$ cat config.mk
export PLATFORM = sky130hd
export DESIGN_NAME = usb_susp_ctrl
export DESIGN_NICKNAME = d
export VERILOG_FILES = /design/src/rtl/usb_susp_pkg.sv /design/src/rtl/susp_regs.sv /design/src/rtl/susp_seq.sv /design/src/rtl/susp_ktimer.sv /design/src/rtl/usb_susp_ctrl.sv
export SDC_FILE = /design/constraint.sdc
export NUM_CORES = 1
export LEC_CHECK = 0
export ABC_AREA = 1
export BUFFER_PORTS_ARGS = -buffer_cell sky130_fd_sc_hd__clkbuf_2
export CORE_UTILIZATION = 50
export DETAILED_ROUTE_END_ITERATION = 10
export GPL_TIMING_DRIVEN = 0
export PLACE_DENSITY = 0.74
export SLEW_MARGIN = 20
export SYNTH_ARGS = -nofsm -noshare
export SYNTH_HDL_FRONTEND = slang
export SYNTH_SLANG_ARGS = --single-unit
export TNS_END_PERCENT = 5
$ cat constraint.sdc
create_clock -name clk_i -period 2.3 [get_ports clk_i]
set_clock_uncertainty 0.2 [all_clocks]
set_input_delay 0 -clock clk_i [delete_from_list [all_inputs] [get_ports clk_i]]
set_output_delay 0 -clock clk_i [all_outputs]
set_load 0.02 [all_outputs]
$ cat src/rtl/usb_susp_pkg.sv
package usb_susp_pkg;
  typedef enum logic [1:0] {
    ST_AWAKE = 2'd0,
    ST_SUSP  = 2'd1,
    ST_OSC   = 2'd2
  } seq_st_e;

  localparam logic [1:0]  A_CTRL = 2'd0;
  localparam logic [1:0]  A_IEN  = 2'd1;
  localparam logic [1:0]  A_CFG  = 2'd2;
  localparam logic [1:0]  A_KEY  = 2'd3;
  localparam logic [15:0] UNLOCK_KEY = 16'hAA37;
  localparam int          NFLAG = 2;
endpackage

$ cat src/rtl/susp_regs.sv
module susp_regs
  import usb_susp_pkg::*;
#(
  parameter int DW = 16
) (
  input  logic          clk_i,
  input  logic          rst_ni,
  input  logic          wr_en_i,
  input  logic [1:0]    wr_addr_i,
  input  logic [DW-1:0] wr_data_i,
  input  logic          lock_set_i,
  output logic          locked_o,
  output logic          go_fall_o,
  output logic          rsm_fall_o,
  output logic [1:0]    ien_o,
  output logic [1:0]    cfg_o
);
  logic [1:0] ctrl_q, ien_q, cfg_q;
  logic       locked_q;
  logic       wr_ok, key_hit;

  assign wr_ok   = wr_en_i && !locked_q;
  assign key_hit = wr_en_i && (wr_addr_i == A_KEY) && (wr_data_i[15:0] == UNLOCK_KEY);

  assign go_fall_o  = wr_ok && (wr_addr_i == A_CTRL) && ctrl_q[0] && !wr_data_i[0];
  assign rsm_fall_o = wr_ok && (wr_addr_i == A_CTRL) && ctrl_q[1] && !wr_data_i[1];

  always_ff @(posedge clk_i or negedge rst_ni) begin
    if (!rst_ni) begin
      ctrl_q   <= '0;
      ien_q    <= '0;
      cfg_q    <= '0;
      locked_q <= 1'b0;
    end else begin
      if (wr_ok) begin
        case (wr_addr_i)
          A_CTRL:  ctrl_q <= wr_data_i[1:0];
          A_IEN:   ien_q  <= wr_data_i[1:0];
          A_CFG:   cfg_q  <= wr_data_i[1:0];
          default: ;
        endcase
      end
      // lock after wake wins over a same-cycle unlock
      if (lock_set_i)   locked_q <= 1'b1;
      else if (key_hit) locked_q <= 1'b0;
    end
  end

  assign locked_o = locked_q;
  assign ien_o    = ien_q;
  assign cfg_o    = cfg_q;
endmodule

$ cat src/rtl/susp_seq.sv
module susp_seq
  import usb_susp_pkg::*;
#(
  parameter int WAKE_MAX = 720000
) (
  input  logic    clk_i,
  input  logic    rst_ni,
  input  logic    go_fall_i,
  input  logic    host_k_i,
  input  logic    wake_i,
  input  logic    cs_ni,
  input  logic    cs_wake_en_i,
  input  logic    clk_stable_i,
  output seq_st_e state_o,
  output logic    susp_enter_o,
  output logic    wake_done_o,
  output logic    remote_o
);
  localparam int CW = $clog2(WAKE_MAX + 1);
  localparam logic [CW-1:0] TMO = CW'(WAKE_MAX - 1);

  seq_st_e       st_q;
  logic [CW-1:0] cnt_q;
  logic          remote_q;
  logic          wake_any;

  assign wake_any     = host_k_i || wake_i || (cs_wake_en_i && !cs_ni);
  assign susp_enter_o = (st_q == ST_AWAKE) && go_fall_i;
  assign wake_done_o  = (st_q == ST_OSC) && (clk_stable_i || cnt_q == TMO);

  always_ff @(posedge clk_i or negedge rst_ni) begin
    if (!rst_ni) begin
      st_q     <= ST_AWAKE;
      cnt_q    <= '0;
      remote_q <= 1'b0;
    end else begin
      case (st_q)
        ST_AWAKE: if (go_fall_i) st_q <= ST_SUSP;
        ST_SUSP: if (wake_any) begin
          st_q     <= ST_OSC;
          cnt_q    <= '0;
          remote_q <= !host_k_i;
        end
        ST_OSC: begin
          if (wake_done_o) st_q  <= ST_AWAKE;
          else             cnt_q <= cnt_q + 1'b1;
        end
        default: st_q <= ST_AWAKE;
      endcase
    end
  end

  assign state_o  = st_q;
  assign remote_o = remote_q;
endmodule

$ cat src/rtl/susp_ktimer.sv
module susp_ktimer #(
  parameter int KDUR = 480000
) (
  input  logic clk_i,
  input  logic rst_ni,
  input  logic start_i,
  output logic active_o
);
  localparam int KW = $clog2(KDUR + 1);
  localparam logic [KW-1:0] KLOAD = KW'(KDUR);

  logic [KW-1:0] cnt_q;

  always_ff @(posedge clk_i or negedge rst_ni) begin
    if (!rst_ni)                      cnt_q <= '0;
    else if (start_i && cnt_q == '0)  cnt_q <= KLOAD;
    else if (cnt_q != '0)             cnt_q <= cnt_q - 1'b1;
  end

  assign active_o = (cnt_q != '0);
endmodule

$ cat src/rtl/usb_susp_ctrl.sv
module usb_susp_ctrl
  import usb_susp_pkg::*;
#(
  parameter int DW       = 16,
  parameter int WAKE_MAX = 720000,
  parameter int KDUR     = 480000
) (
  input  logic          clk_i,
  input  logic          rst_ni,
  input  logic          wr_en_i,
  input  logic [1:0]    wr_addr_i,
  input  logic [DW-1:0] wr_data_i,
  input  logic          int_clr_i,
  input  logic          bus_k_i,
  input  logic          wake_i,
  input  logic          cs_ni,
  input  logic          clk_stable_i,
  output logic          osc_en_o,
  output logic          clk_gate_o,
  output logic          suspend_o,
  output logic          pwroff_o,
  output logic          kstate_o,
  output logic          int_o,
  output logic [1:0]    flags_o,
  output logic          locked_o
);
  seq_st_e          st;
  logic             go_fall, rsm_fall, susp_enter, wake_done, remote;
  logic [1:0]       ien, cfg;
  logic [NFLAG-1:0] flag_set, flag_q;
  logic             k_start;

  susp_regs #(.DW(DW)) regs_i (
    .clk_i      (clk_i),
    .rst_ni     (rst_ni),
    .wr_en_i    (wr_en_i),
    .wr_addr_i  (wr_addr_i),
    .wr_data_i  (wr_data_i),
    .lock_set_i (wake_done),
    .locked_o   (locked_o),
    .go_fall_o  (go_fall),
    .rsm_fall_o (rsm_fall),
    .ien_o      (ien),
    .cfg_o      (cfg)
  );

  susp_seq #(.WAKE_MAX(WAKE_MAX)) seq_i (
    .clk_i        (clk_i),
    .rst_ni       (rst_ni),
    .go_fall_i    (go_fall),
    .host_k_i     (bus_k_i),
    .wake_i       (wake_i),
    .cs_ni        (cs_ni),
    .cs_wake_en_i (cfg[0]),
    .clk_stable_i (clk_stable_i),
    .state_o      (st),
    .susp_enter_o (susp_enter),
    .wake_done_o  (wake_done),
    .remote_o     (remote)
  );

  assign k_start = (wake_done && remote) || (rsm_fall && st == ST_AWAKE);

  susp_ktimer #(.KDUR(KDUR)) ktim_i (
    .clk_i    (clk_i),
    .rst_ni   (rst_ni),
    .start_i  (k_start),
    .active_o (kstate_o)
  );

  assign flag_set = {wake_done, susp_enter};

  for (genvar g = 0; g < NFLAG; g++) begin : g_flag
    always_ff @(posedge clk_i or negedge rst_ni) begin
      if (!rst_ni)          flag_q[g] <= 1'b0;
      else if (flag_set[g]) flag_q[g] <= 1'b1;
      else if (int_clr_i)   flag_q[g] <= 1'b0;
    end
  end

  assign flags_o    = flag_q;
  assign int_o      = |(flag_q & ien);
  assign suspend_o  = (st != ST_AWAKE);
  assign osc_en_o   = (st != ST_SUSP);
  assign clk_gate_o = (st == ST_AWAKE);
  assign pwroff_o   = (st == ST_SUSP) && cfg[1];
endmodule

==> impl_results.md <==
- HP Class: in2async
- Wirelength per Cell: 12.0 µm
- Gate power share: 0.370
- PwrDens: 695 nW/µm²
- R2R setup slack: 0.11 ns
- # H-tree levels: 2
- Startpoint type of the worst setup path: flop
- Count of nets after finishing: 502
- Worst EP required: 2.34 ns
- Tot GR Track Use: 0.219
- Worst slew pin tran: 0.691 ns
- Total wire length: 6.56 mm
- Worst-path maximum fanout: 6
- Crit Path Category: reg2reg
- Adder-cell share of the synthesized area: 0.0244
- CP bufs+invs: 1
- Yosys top cell area share: 0.414
- Grt total ovfl: 0
- Pin count of the biggest net entering global routing: 52
- Endpoint class of the critical path: flop
- Clock root buffer: clkbuf_8
- RSZ-0062 raised after global routing: false
- Post-layout util: 0.606
- Fin Setup TNS: 0 ns
- Critical Path Most Common Cell: nand3_2
- Min Tclk post-route: 2.19 ns
- Met3 Routed Length: 249 µm
- Fin crit share: 0.952
- Switching pwr: 950 µW
- Clk pwr share: 0.205
- Setup repair bufs after CTS: 0
- Synth cell types: 39
- Initial antenna violation count: 0
- IO buf count: 34
- Max-slew headroom: 0.540
- Main combinational cell family by area after synthesis: simple AND/OR/NAND/NOR gates
- Synth Area per Inst: 7.44 µm²
- Die area: 6480 µm²
- Area share of xor/xnor cells in the synthesized design: 0.0625
- Drt first pass iters: 4
- Total CTS buffers: 5
- Hold Vio Cnt, Final: 0
- Vias: 2791
- Share of cells above drive strength 1: 0.157
- Seq/Total Area, Yosys: 0.414
- Power consumption: 2490 µW
- Cells after Synth: 414
- First-pass GRT wire length: 11.1 mm
- Diode count: 0
- Post-synthesis mux area share: 0.00325
- Synth Area in Simple Gates: 0.364
- Starting Density: 0.520
- Post-synth top area cell: dfrtp_1
- Chip Height: 80.5 µm
- Post-DP HPWL: 4.84 mm
- Ys flop type: dfrtp_1
- Peak VDD IR: 0.000758 V
- Syn Std Cell Area: 3080 µm²
- CORE AREA: 5920 µm²
- RR Startpoint: seq_i.cnt_q[0]
- Yosys Warn Count: 0
- Synth Area in Compound Gates: 0.0520
- DR DRC count: 0
- Most frequent cells after synthesis: nand2_1, nor2_1, dfrtp_1, inv_1, nand3_1
- Ports: 35
- Chip width: 80.5 µm
- FF-to-FF End: flags_o[1]
- DR WL met2: 3.27 mm
- Worst skew pair latency: 0.31 ns
- Max Cap Viol: 0
- Worst path arrival time: 2.23 ns
- # rows: 28
- Worst path slowest cell: dlygate4sd3_1
- Most common cell in the netlist: nand2_1
- Critical Path, Cell by Cell: ha_2, nand3_2, nor2_2, nand3_2, nand2_2, nand2_4, o21ai_0, dlygate4sd3_1
- Kind of cell adding the most delay to the critical path: simple AND/OR/NAND/NOR gates
- Slew Limit Fails: 0
- Reg power frac: 0.424
- FF+latch count, synth: 51
- Post-synth EDFFs: 0
- M1 WL: 2.98 mm
- Max Root-Sink Buffers: 2
- Max layer used: met4
- Gp weighted congestion: 0.885
- FF-to-FF path depth: 8
- P_int: 1540 µW
- CTS tree: built
- Fmax: 0.457 GHz
- Final hold slack: 0.0947 ns
- Leakage: 0.00178 µW
- CTS Sinks: 51
- Vias per cell: 5.11
- Largest cells by area after synthesis: dfrtp_1, nand2_1, nor2_1, inv_1, nand3_1
- Status: completed
- Sw Share: 0.381
- Vias in the first global route: 2582
- Worst-path clk slew: 0.09 ns
- Asr flop ratio synth: 1.00
- Synth-to-layout area growth: 16.4%
- Syn Nets: 446
- 1st-iter DRT viols: 135
- Largest stage delay, worst path: 0.58 ns
- Post-route ant nets: 0
- Levels on crit path: 8
- # setup viols final: 0
==> metal layers <==
layer	track usage	vias up
met2	0.375	47
met1	0.279	1328
met5	0	-
met4	0.0625	0
met3	0.0409	6
li1	-	1410
==> layout by cell type (no fill, tap or decap), types with 2 or more instances in the layout <==
cell,count
xor2_1,15
nand2_2,2
nand3_2,2
nor3_1,7
a21oi_1,4
o21ai_2,2
inv_2,5
o21ai_0,16
dfrtp_1,50
xnor2_1,7
clkbuf_1,2
ha_1,5
nor2_2,3
inv_1,50
or2_2,5
nor2_1,52
nor4_1,2
clkbuf_2,33
clkbuf_8,5
nand3_1,32
dlygate4sd3_1,15
nand4_1,10
nor2_4,2
nand2_1,122
==> worst max-delay path by stage <==
stage	from	to	slack, ns
after floorplan	seq_i.state_o[0]	seq_i.cnt_q[5]	0.44
after global placement	seq_i.cnt_q[0]	ktim_i.cnt_q[11]	0.21
after detailed placement	seq_i.cnt_q[0]	ktim_i.cnt_q[11]	0.20
after CTS	seq_i.cnt_q[0]	flags_o[1]	0.04
after global routing	seq_i.cnt_q[1]	flags_o[1]	0.01
final	seq_i.cnt_q[0]	flags_o[1]	0.11
==> registers in the layout, summed over array words and instances (netlist names) <==
register / flops
flags_o: 2
ktim_i.cnt_q: 19
regs_i.cfg_o: 2
regs_i.ctrl_q: 2
regs_i.ien_o: 2
regs_i.locked_o: 1
seq_i.cnt_q: 20
seq_i.remote_o: 1
seq_i.state_o: 2
==> worst reg2reg max path: cells and delay by family (launching register included) <==
| kind | cells | cell delay [ns] |
|---|---|---|
| buf+inv | 1 | 0.58 |
| compound gates | 1 | 0.09 |
| fa+ha+maj | 1 | 0.25 |
| simple gates | 5 | 0.59 |
| flops | 1 | 0.43 |
==> through the flow <==
stage | worst slack [ns] | instance area (µm²) | cells
after floorplan | 0.444 | 3080 | 414
after global placement | 0.206 | 3350 | 523
after detailed placement | 0.198 | 3350 | 523
after CTS | 0.0449 | 3590 | 547
after global routing | 0.0101 | 3590 | 546
final | 0.111 | 3590 | 546
==> timing repair <==
action / in CTS / in global routing
resized for setup: 0 / 2
hold buffers: 16 / 0
hold endpoints to repair: 63 / 0
endpoints found under the setup margin: 0 / 3
==> power groups by stage <==
stage / registers, µW / logic, µW / clock network (µW)
2_1_floorplan: 1070 / 615 / 0
3_3_place_gp: 1070 / 837 / 0
3_5_place_dp: 1070 / 854 / 0
4_1_cts: 1060 / 918 / 527
5_1_grt: 1070 / 1010 / 556
6_report: 1060 / 924 / 512
==> cell families (layout without fill, tap and decap cells) <==
group           after synthesis  in the layout
simple gates                246            246
flops                        51             51
xor+xnor                     22             22
buf+inv                      60            117
fa+ha+maj                     6              6
compound gates               28             28
mux                           1              1
==> final cells by class <==
cell class	instances	area [µm²]
well taps	75	93.8
plain buffers	4	35.0
fillers	534	2330
inverters	56	210
flip-flops and latches	51	1280
clock inverters	2	12.5
multi-input cells	303	1560
repair buffers	49	323
clock buffers	6	72.6
No activity file was read; power rests on OpenSTA's default activity.
